`src/rtl/secmem_filter_pkg.sv`:
```
// Package: shared types and register offsets of the secure memory filter.
// Assumes a 32-bit register port.
package secmem_filter_pkg;

    localparam int REG_W         = 32;
    localparam int OFS_ACTION    = 'h004;
    localparam int OFS_SPEC      = 'h008;
    localparam int OFS_CLEAR     = 'h00C;
    localparam int OFS_FADDR     = 'h010;
    localparam int OFS_FATTR     = 'h014;
    localparam int OFS_WIN       = 'h100;
    localparam int WIN_STRIDE    = 16;

    localparam logic [1:0] RSP_OKAY   = 2'b00;
    localparam logic [1:0] RSP_DECERR = 2'b11;

    // Permission bit positions, index = {non_secure, write}
    localparam int PERM_W = 4;

    typedef enum logic [2:0] {
        ST_IDLE,
        ST_HIT,
        ST_DECIDE,
        ST_ISSUE,
        ST_SPEC,
        ST_WAIT,
        ST_RESP
    } xfer_state_e;

endpackage

```
`src/rtl/secmem_regfile.sv`:
```
// Register file: action, speculation control, window configuration,
// violation capture and the latched interrupt.
// Assumes ADDR_W <= 32 and word-aligned register offsets.
module secmem_regfile
    import secmem_filter_pkg::*;
#(
    parameter int ADDR_W      = 32,
    parameter int NUM_REGIONS = 4,
    parameter int CFG_AW      = 12
) (
    input  logic              clk,
    input  logic              rst_n,
    input  logic              cfg_we,
    input  logic [CFG_AW-1:0] cfg_addr,
    input  logic [REG_W-1:0]  cfg_wdata,
    output logic [REG_W-1:0]  cfg_rdata,
    input  logic              viol_pulse,
    input  logic [ADDR_W-1:0] viol_addr,
    input  logic              viol_write,
    input  logic              viol_secure,
    output logic              okay_mode,
    output logic              irq_en,
    output logic              spec_off,
    output logic              irq,
    output logic [ADDR_W-1:0] win_base [NUM_REGIONS],
    output logic [ADDR_W-1:0] win_limit [NUM_REGIONS],
    output logic [PERM_W-1:0] win_perm [NUM_REGIONS],
    output logic              win_en [NUM_REGIONS]
);

    localparam logic [CFG_AW-1:0] A_ACTION = CFG_AW'(OFS_ACTION);
    localparam logic [CFG_AW-1:0] A_SPEC   = CFG_AW'(OFS_SPEC);
    localparam logic [CFG_AW-1:0] A_CLEAR  = CFG_AW'(OFS_CLEAR);
    localparam logic [CFG_AW-1:0] A_FADDR  = CFG_AW'(OFS_FADDR);
    localparam logic [CFG_AW-1:0] A_FATTR  = CFG_AW'(OFS_FATTR);

    function automatic logic [CFG_AW-1:0] win_ofs(input int idx, input int fld);
        return CFG_AW'(OFS_WIN + idx * WIN_STRIDE + fld * 4);
    endfunction

    logic [ADDR_W-1:0] fail_addr;
    logic              fail_wr;
    logic              fail_sec;
    logic              clr_hit;

    assign clr_hit = cfg_we && (cfg_addr == A_CLEAR);

    // Action and speculation control registers
    always_ff @(posedge clk) begin
        if (!rst_n) begin
            okay_mode <= 1'b0;
            irq_en    <= 1'b0;
            spec_off  <= 1'b0;
        end else if (cfg_we) begin
            if (cfg_addr == A_ACTION) begin
                okay_mode <= cfg_wdata[0];
                irq_en    <= cfg_wdata[1];
            end
            if (cfg_addr == A_SPEC) begin
                spec_off <= cfg_wdata[0];
            end
        end
    end

    // Violation capture: address and attributes of the latest refusal
    always_ff @(posedge clk) begin
        if (!rst_n) begin
            fail_addr <= '0;
            fail_wr   <= 1'b0;
            fail_sec  <= 1'b0;
        end else if (viol_pulse) begin
            fail_addr <= viol_addr;
            fail_wr   <= viol_write;
            fail_sec  <= viol_secure;
        end
    end

    // Interrupt latch: a new refusal wins over a clear in the same cycle
    always_ff @(posedge clk) begin
        if (!rst_n) begin
            irq <= 1'b0;
        end else if (viol_pulse && irq_en) begin
            irq <= 1'b1;
        end else if (clr_hit) begin
            irq <= 1'b0;
        end
    end

    for (genvar g = 0; g < NUM_REGIONS; g++) begin : g_win
        if (g == 0) begin : g_bg
            logic [PERM_W-1:0] perm_r;
            // Background window permissions; its range is fixed to everything
            always_ff @(posedge clk) begin
                if (!rst_n) begin
                    perm_r <= '1;
                end else if (cfg_we && cfg_addr == win_ofs(g, 2)) begin
                    perm_r <= cfg_wdata[PERM_W-1:0];
                end
            end
            assign win_base[g]  = '0;
            assign win_limit[g] = '1;
            assign win_perm[g]  = perm_r;
            assign win_en[g]    = 1'b1;
        end else begin : g_prog
            logic [ADDR_W-1:0] base_r;
            logic [ADDR_W-1:0] limit_r;
            logic [PERM_W-1:0] perm_r;
            logic              en_r;
            // Programmable window: base, inclusive limit, permissions, enable
            always_ff @(posedge clk) begin
                if (!rst_n) begin
                    base_r  <= '0;
                    limit_r <= '0;
                    perm_r  <= '0;
                    en_r    <= 1'b0;
                end else if (cfg_we) begin
                    if (cfg_addr == win_ofs(g, 0)) base_r  <= cfg_wdata[ADDR_W-1:0];
                    if (cfg_addr == win_ofs(g, 1)) limit_r <= cfg_wdata[ADDR_W-1:0];
                    if (cfg_addr == win_ofs(g, 2)) begin
                        perm_r <= cfg_wdata[PERM_W-1:0];
                        en_r   <= cfg_wdata[REG_W-1];
                    end
                end
            end
            assign win_base[g]  = base_r;
            assign win_limit[g] = limit_r;
            assign win_perm[g]  = perm_r;
            assign win_en[g]    = en_r;
        end
    end

    // Read multiplexer over all registers
    always_comb begin
        cfg_rdata = '0;
        if (cfg_addr == A_ACTION) cfg_rdata = REG_W'({irq_en, okay_mode});
        if (cfg_addr == A_SPEC)   cfg_rdata = REG_W'(spec_off);
        if (cfg_addr == A_FADDR)  cfg_rdata = REG_W'(fail_addr);
        if (cfg_addr == A_FATTR)  cfg_rdata = REG_W'({fail_sec, fail_wr});
        for (int i = 0; i < NUM_REGIONS; i++) begin
            if (cfg_addr == win_ofs(i, 0)) cfg_rdata = REG_W'(win_base[i]);
            if (cfg_addr == win_ofs(i, 1)) cfg_rdata = REG_W'(win_limit[i]);
            if (cfg_addr == win_ofs(i, 2)) begin
                cfg_rdata = {win_en[i], {(REG_W-PERM_W-1){1'b0}}, win_perm[i]};
            end
        end
    end

endmodule

```
`src/rtl/secmem_region_check.sv`:
```
// Window lookup: finds the highest-numbered enabled window holding the
// address and registers its permission bits (one cycle of latency).
// Assumes window 0 covers every address and is always enabled.
module secmem_region_check
    import secmem_filter_pkg::*;
#(
    parameter int ADDR_W      = 32,
    parameter int NUM_REGIONS = 4
) (
    input  logic              clk,
    input  logic              rst_n,
    input  logic [ADDR_W-1:0] addr,
    input  logic [ADDR_W-1:0] win_base [NUM_REGIONS],
    input  logic [ADDR_W-1:0] win_limit [NUM_REGIONS],
    input  logic [PERM_W-1:0] win_perm [NUM_REGIONS],
    input  logic              win_en [NUM_REGIONS],
    output logic [PERM_W-1:0] perm_q
);

    logic [NUM_REGIONS-1:0] hit;
    logic [PERM_W-1:0]      perm_c;

    for (genvar g = 0; g < NUM_REGIONS; g++) begin : g_cmp
        assign hit[g] = win_en[g] && (addr >= win_base[g]) && (addr <= win_limit[g]);
    end

    // Priority pick: later (higher-numbered) hits override earlier ones
    always_comb begin
        perm_c = win_perm[0];
        for (int i = 1; i < NUM_REGIONS; i++) begin
            if (hit[i]) perm_c = win_perm[i];
        end
    end

    // Register the verdict inputs to cut the compare path
    always_ff @(posedge clk) begin
        if (!rst_n) perm_q <= '0;
        else        perm_q <= perm_c;
    end

endmodule

```
`src/rtl/secmem_xfer_ctrl.sv`:
```
// Transfer controller: accepts one request at a time, sequences the check,
// forwarding, local answers and speculative reads, and moves the
// bypass/filter mode only while idle.
// Assumes the memory answers no earlier than the cycle after dn handshake
// and that responses are always accepted upstream.
module secmem_xfer_ctrl
    import secmem_filter_pkg::*;
#(
    parameter int ADDR_W = 32,
    parameter int DATA_W = 32,
    localparam int STRB_W = DATA_W / 8
) (
    input  logic              clk,
    input  logic              rst_n,
    input  logic              bypass_off,
    output logic              filter_on,
    input  logic              up_valid,
    output logic              up_ready,
    input  logic [ADDR_W-1:0] up_addr,
    input  logic              up_write,
    input  logic              up_secure,
    input  logic [DATA_W-1:0] up_wdata,
    input  logic [STRB_W-1:0] up_wstrb,
    output logic              rsp_valid,
    output logic [DATA_W-1:0] rsp_data,
    output logic [1:0]        rsp_code,
    output logic              dn_valid,
    input  logic              dn_ready,
    output logic [ADDR_W-1:0] dn_addr,
    output logic              dn_write,
    output logic [DATA_W-1:0] dn_wdata,
    output logic [STRB_W-1:0] dn_wstrb,
    input  logic              dn_rvalid,
    input  logic [DATA_W-1:0] dn_rdata,
    input  logic [1:0]        dn_resp,
    input  logic [PERM_W-1:0] perm_q,
    input  logic              okay_mode,
    input  logic              spec_off,
    output logic [ADDR_W-1:0] req_addr,
    output logic              req_write,
    output logic              req_secure,
    output logic              viol_pulse
);

    xfer_state_e       state;
    logic [DATA_W-1:0] r_wdata;
    logic [STRB_W-1:0] r_wstrb;
    logic              r_spec;
    logic              r_mask;
    logic              pend;
    logic              allow;
    logic              spec_deny;
    logic [1:0]        deny_code;

    assign pend      = bypass_off ^ filter_on;
    assign up_ready  = (state == ST_IDLE) && !pend;
    assign allow     = !filter_on || perm_q[{!req_secure, req_write}];
    assign spec_deny = r_spec && !allow;
    assign deny_code = okay_mode ? RSP_OKAY : RSP_DECERR;
    assign rsp_valid = (state == ST_RESP);
    assign dn_valid  = (state == ST_ISSUE) || (state == ST_SPEC);
    assign dn_addr   = req_addr;
    assign dn_write  = req_write;
    assign dn_wdata  = r_mask ? '0 : r_wdata;
    assign dn_wstrb  = r_mask ? '0 : r_wstrb;

    // One violation strobe per refused request, at the moment it is decided
    assign viol_pulse = ((state == ST_DECIDE) && !allow) ||
                        ((state == ST_WAIT) && dn_rvalid && spec_deny);

    // Main sequencer with request capture and mode handover
    always_ff @(posedge clk) begin
        if (!rst_n) begin
            state      <= ST_IDLE;
            filter_on  <= 1'b0;
            req_addr   <= '0;
            req_write  <= 1'b0;
            req_secure <= 1'b0;
            r_wdata    <= '0;
            r_wstrb    <= '0;
            r_spec     <= 1'b0;
            r_mask     <= 1'b0;
            rsp_data   <= '0;
            rsp_code   <= RSP_OKAY;
        end else begin
            unique case (state)
                ST_IDLE: begin
                    if (pend) begin
                        filter_on <= bypass_off;
                    end else if (up_valid) begin
                        req_addr   <= up_addr;
                        req_write  <= up_write;
                        req_secure <= up_secure;
                        r_wdata    <= up_wdata;
                        r_wstrb    <= up_wstrb;
                        r_mask     <= 1'b0;
                        r_spec     <= filter_on && !up_write && !spec_off;
                        state      <= (filter_on && !up_write && !spec_off) ? ST_SPEC : ST_HIT;
                    end
                end
                ST_HIT: begin
                    state <= ST_DECIDE;
                end
                ST_DECIDE: begin
                    if (allow) begin
                        state <= ST_ISSUE;
                    end else if (okay_mode && req_write) begin
                        r_mask <= 1'b1;
                        state  <= ST_ISSUE;
                    end else begin
                        rsp_data <= '0;
                        rsp_code <= deny_code;
                        state    <= ST_RESP;
                    end
                end
                ST_ISSUE, ST_SPEC: begin
                    if (dn_ready) state <= ST_WAIT;
                end
                ST_WAIT: begin
                    if (dn_rvalid) begin
                        if (spec_deny) begin
                            rsp_data <= '0;
                            rsp_code <= deny_code;
                        end else if (r_mask) begin
                            rsp_data <= '0;
                            rsp_code <= RSP_OKAY;
                        end else begin
                            rsp_data <= dn_rdata;
                            rsp_code <= dn_resp;
                        end
                        state <= ST_RESP;
                    end
                end
                ST_RESP: begin
                    state <= ST_IDLE;
                end
                default: state <= ST_IDLE;
            endcase
        end
    end

endmodule

```
`src/rtl/secmem_filter.sv`:
```
// Top: secure memory region filter. Connects the register file, the
// window lookup and the transfer controller.
// Assumes a single request path with in-order, always-accepted responses.
module secmem_filter
    import secmem_filter_pkg::*;
#(
    parameter int ADDR_W      = 32,
    parameter int DATA_W      = 32,
    parameter int NUM_REGIONS = 4,
    parameter int CFG_AW      = 12,
    localparam int STRB_W     = DATA_W / 8
) (
    input  logic              clk,
    input  logic              rst_n,
    input  logic              cfg_we,
    input  logic [CFG_AW-1:0] cfg_addr,
    input  logic [31:0]       cfg_wdata,
    output logic [31:0]       cfg_rdata,
    input  logic              bypass_off,
    output logic              filter_active,
    input  logic              up_valid,
    output logic              up_ready,
    input  logic [ADDR_W-1:0] up_addr,
    input  logic              up_write,
    input  logic              up_secure,
    input  logic [DATA_W-1:0] up_wdata,
    input  logic [STRB_W-1:0] up_wstrb,
    output logic              up_rsp_valid,
    output logic [DATA_W-1:0] up_rsp_data,
    output logic [1:0]        up_rsp_code,
    output logic              dn_valid,
    input  logic              dn_ready,
    output logic [ADDR_W-1:0] dn_addr,
    output logic              dn_write,
    output logic [DATA_W-1:0] dn_wdata,
    output logic [STRB_W-1:0] dn_wstrb,
    input  logic              dn_rvalid,
    input  logic [DATA_W-1:0] dn_rdata,
    input  logic [1:0]        dn_resp,
    output logic              irq
);

    logic [ADDR_W-1:0] win_base [NUM_REGIONS];
    logic [ADDR_W-1:0] win_limit [NUM_REGIONS];
    logic [PERM_W-1:0] win_perm [NUM_REGIONS];
    logic              win_en [NUM_REGIONS];
    logic [PERM_W-1:0] perm_q;
    logic              okay_mode_w;
    logic              irq_en_w;
    logic              spec_off_w;
    logic [ADDR_W-1:0] req_addr;
    logic              req_write;
    logic              req_secure;
    logic              viol_pulse;

    secmem_regfile #(
        .ADDR_W(ADDR_W), .NUM_REGIONS(NUM_REGIONS), .CFG_AW(CFG_AW)
    ) u_regs (
        .clk(clk), .rst_n(rst_n),
        .cfg_we(cfg_we), .cfg_addr(cfg_addr), .cfg_wdata(cfg_wdata), .cfg_rdata(cfg_rdata),
        .viol_pulse(viol_pulse), .viol_addr(req_addr),
        .viol_write(req_write), .viol_secure(req_secure),
        .okay_mode(okay_mode_w), .irq_en(irq_en_w), .spec_off(spec_off_w), .irq(irq),
        .win_base(win_base), .win_limit(win_limit), .win_perm(win_perm), .win_en(win_en)
    );

    secmem_region_check #(
        .ADDR_W(ADDR_W), .NUM_REGIONS(NUM_REGIONS)
    ) u_check (
        .clk(clk), .rst_n(rst_n), .addr(req_addr),
        .win_base(win_base), .win_limit(win_limit), .win_perm(win_perm), .win_en(win_en),
        .perm_q(perm_q)
    );

    secmem_xfer_ctrl #(
        .ADDR_W(ADDR_W), .DATA_W(DATA_W)
    ) u_ctrl (
        .clk(clk), .rst_n(rst_n),
        .bypass_off(bypass_off), .filter_on(filter_active),
        .up_valid(up_valid), .up_ready(up_ready), .up_addr(up_addr),
        .up_write(up_write), .up_secure(up_secure), .up_wdata(up_wdata), .up_wstrb(up_wstrb),
        .rsp_valid(up_rsp_valid), .rsp_data(up_rsp_data), .rsp_code(up_rsp_code),
        .dn_valid(dn_valid), .dn_ready(dn_ready), .dn_addr(dn_addr), .dn_write(dn_write),
        .dn_wdata(dn_wdata), .dn_wstrb(dn_wstrb),
        .dn_rvalid(dn_rvalid), .dn_rdata(dn_rdata), .dn_resp(dn_resp),
        .perm_q(perm_q), .okay_mode(okay_mode_w), .spec_off(spec_off_w),
        .req_addr(req_addr), .req_write(req_write), .req_secure(req_secure),
        .viol_pulse(viol_pulse)
    );

endmodule

```
`config.mk`:
```
export PLATFORM = sky130hd
export DESIGN_NAME = secmem_filter
export DESIGN_NICKNAME = d
export VERILOG_FILES = /design/src/rtl/secmem_filter_pkg.sv /design/src/rtl/secmem_regfile.sv /design/src/rtl/secmem_region_check.sv /design/src/rtl/secmem_xfer_ctrl.sv /design/src/rtl/secmem_filter.sv
export SDC_FILE = /design/constraint.sdc
export NUM_CORES = 1
export LEC_CHECK = 0
export ABC_AREA = 1
export BUFFER_PORTS_ARGS = -buffer_cell sky130_fd_sc_hd__buf_2
export CORE_MARGIN = 4
export CORE_UTILIZATION = 55
export DETAILED_ROUTE_END_ITERATION = 7
export PLACE_DENSITY = 0.82
export SYNTH_ARGS = -nofsm -noshare
export SYNTH_HDL_FRONTEND = slang
export SYNTH_HIERARCHICAL = 1
export SYNTH_SLANG_ARGS = --single-unit
```
`constraint.sdc`:
```
create_clock -name clk -period 3.1 [get_ports clk]
set_clock_uncertainty 0.15 [all_clocks]
set_input_delay 0.155 -clock clk [delete_from_list [all_inputs] [get_ports clk]]
set_output_delay 0.155 -clock clk [all_outputs]
set_load 0.02 [all_outputs]
```
==> results_dict.tcl <==
set metrics [dict create \
    run_status "finished clean" \
    p_per_area_mw_per_mm2 647 \
    synthCells 3233 \
    tns_ns 0 \
    routabilityCongestion 0.979 \
    grt_max_degree 115 \
    setup_viol 0 \
    vias_per_cell 5.57 \
    slowest_delay_ns 0.57 \
    final_area_mm2 0.0265 \
    wl_per_cell_um 17.6 \
    maxCapViolations 0 \
    critPathArrivalTime_ns 2.67 \
    critical_path.startpoint_type "input port" \
    detail-route-antenna-nets 0 \
    nFillCells 3242 \
    firstDrtPassIters 8 \
    rsz0062_at_grt "no" \
    post-place-ws_ns 0.456 \
    tritoncts "yes" \
    numCtsBuffers 42 \
    cts_setup_buffers 0 \
    ys_warn_count 6 \
    vias 23000 \
    worstSetupPathType "in2out" \
    crit_path_top_delay_cell "dlygate4sd3_1" \
    chipHeight_um 208 \
    grt_pass1_wl_mm 114 \
    clk_latency_ns 0.57 \
    worstPathRequired_ns 2.79 \
    grt.total_usage_pct 31.9 \
    hp-class "in2reg" \
    core_area_mm2 0.0396 \
    root_buffer "clkbuf_16" \
    area_delta_synth_final_pct 20.4 \
    fp-row-count 73 \
    grt_pass1_vias 21700 \
    dp_cells 3905 \
    instances_no_fill 4129 \
    htreeDepth 2 \
    path_delay_family "buffers and inverters" \
    irDropWorstVdd_uv 578 \
    hold_ws_ns 0.0457 \
    drc 0 \
    slew-limit-headroom_pct 23.1 \
    grt_overflow 0 \
    antenna_found_initial 1 \
    hold_viol 0 \
    totalWireLength_mm 72.7 \
    place_area_mm2 0.0235 \
    drt_iter0_drc 2391 \
    fmax_mhz 336 \
    end_kind "output port" \
    worst_pin_slew_ns 1.15 \
    fin_crit_sh_pct 96.0 \
    syn_area_mm2 0.0220 \
    start_util_pct 55.5 \
    synth_nets 3580 \
    die_area_mm2 0.0433 \
    path_max_fanout 16 \
    cts.sinks 363 \
    final-max-slew-violation-count 0 \
    synth.avg_cell_area_um2 6.81 \
    die_x_um 208 \
    crit_buf_inv 5 \
    dpl.hpwl_mm 47.4 \
    drive_above_1_share_pct 14.7 \
    setup_ws_ns 0.122 \
    io_buffer_count 294 \
    clock_path_buffers 3 \
    path_cells "buf_2 > nor2_4 > dlygate4sd3_1 > nand2_2 > nor2_4 > nand2_4 > nor2_1 > inv_1 > buf_4 > o21ai_0 > nor2_1 > buf_2" \
    io_pins 295 \
    layout.nets 3919 \
    finalCriticalPeriod_ns 2.98 \
    clk_pin_slew_ns 0.06 \
    leakage_nw 12.8 \
]
## per-stage QoR
step / utilization [%] / total power [W]
3_3_place_gp: 59.2 / 0.0112
3_5_place_dp: 59.2 / 0.0113
4_1_cts: 66.8 / 0.0170
2_1_floorplan: - / 0.00953
6_report: 66.8 / 0.0171
5_1_grt: 66.8 / 0.0181
## cell type report
class / instances / area, µm² / area share [%]
clock inverter: 16 / 260 / 0.982
antenna: 1 / 2.50 / 0.00945
inverter: 472 / 1780 / 6.71
multi-input combinational: 2210 / 11900 / 45.0
tap: 525 / 657 / 2.48
sequential: 363 / 7270 / 27.4
clock buffer: 59 / 1260 / 4.75
timing repair buffer: 483 / 3340 / 12.6
## final timing paths
path | startpoint | to | slack, ns | cells past startpoint
worst max-delay path | cfg_addr[0] | cfg_rdata[30] | 0.12 | 12
worst min-delay path | up_valid | u_ctrl/state[1] | 0.05 | 7
worst max register to register | u_ctrl/dn_addr[26] | u_check/perm_q[2] | 0.54 | 9
worst min register to register | u_ctrl/r_wdata[11] | u_ctrl/r_wdata[11] | 0.30 | 2
## timing repair
item / in CTS / in global routing
gates resized for setup: 0 / 2
endpoints found under the setup margin: 0 / 3
endpoints found under the hold margin: 322 / 0
hold buffers: 148 / 0
## power breakdown
part           total [W]  internal, W  switching (W)
registers        0.00552      0.00503       0.000493
clock network    0.00547      0.00341        0.00207
logic            0.00613      0.00215        0.00398
## routing by layer
metal / track usage (%) / part of all wire (%) / vias up
li1: - / - / 11000
met1: 40.5 / 40 / 10500
met2: 52.5 / 46 / 1235
met3: 5.79 / 8.9 / 263
met4: 15.7 / 5.3 / 2
met5: 0 / 0.0096 / -
## registers in the layout (all words and copies together) (netlist names), 4 cells and up
| signal | count |
|---|---|
| u_regs/g_win.g_prog.perm_r | 12 |
| u_regs/g_win.g_bg.perm_r | 4 |
| u_regs/fail_addr | 32 |
| u_ctrl/r_wdata | 32 |
| u_regs/g_win.g_prog.base_r | 96 |
| u_regs/g_win.g_prog.limit_r | 96 |
| u_ctrl/r_wstrb | 4 |
| u_ctrl/dn_addr | 32 |
| u_check/perm_q | 4 |
| u_ctrl/rsp_data | 32 |
## worst min-delay path, stage by stage
cell and delay, ns:
buf_2 0.10, nand2_1 0.13, nand2_1 0.07, nand3_1 0.08, inv_1 0.06, nand2_1 0.06
a21oi_1 0.05
## cells in the final DEF (no fill, tap or decap), types with 7 or more instances in the layout
cell           instances
a21oi_1              290
buf_2                293
buf_4                 35
bufinv_16              7
clkbuf_16             45
clkbuf_8               9
clkinv_2               8
dfxtp_1              363
dlygate4sd3_1        148
ha_1                 192
inv_1                439
inv_2                 24
nand2_1              439
nand2_2               18
nand3_1               36
nand3_2                7
nand4_1               19
nor2_1               625
nor2_2                11
nor2_4                 9
nor3_1                11
o211ai_1              23
o211ai_2              10
o21a_1                10
o21ai_0              420
o21ai_1               20
o221ai_1               7
o221ai_2              20
Note: power is estimated with default switching activity, not from simulation.
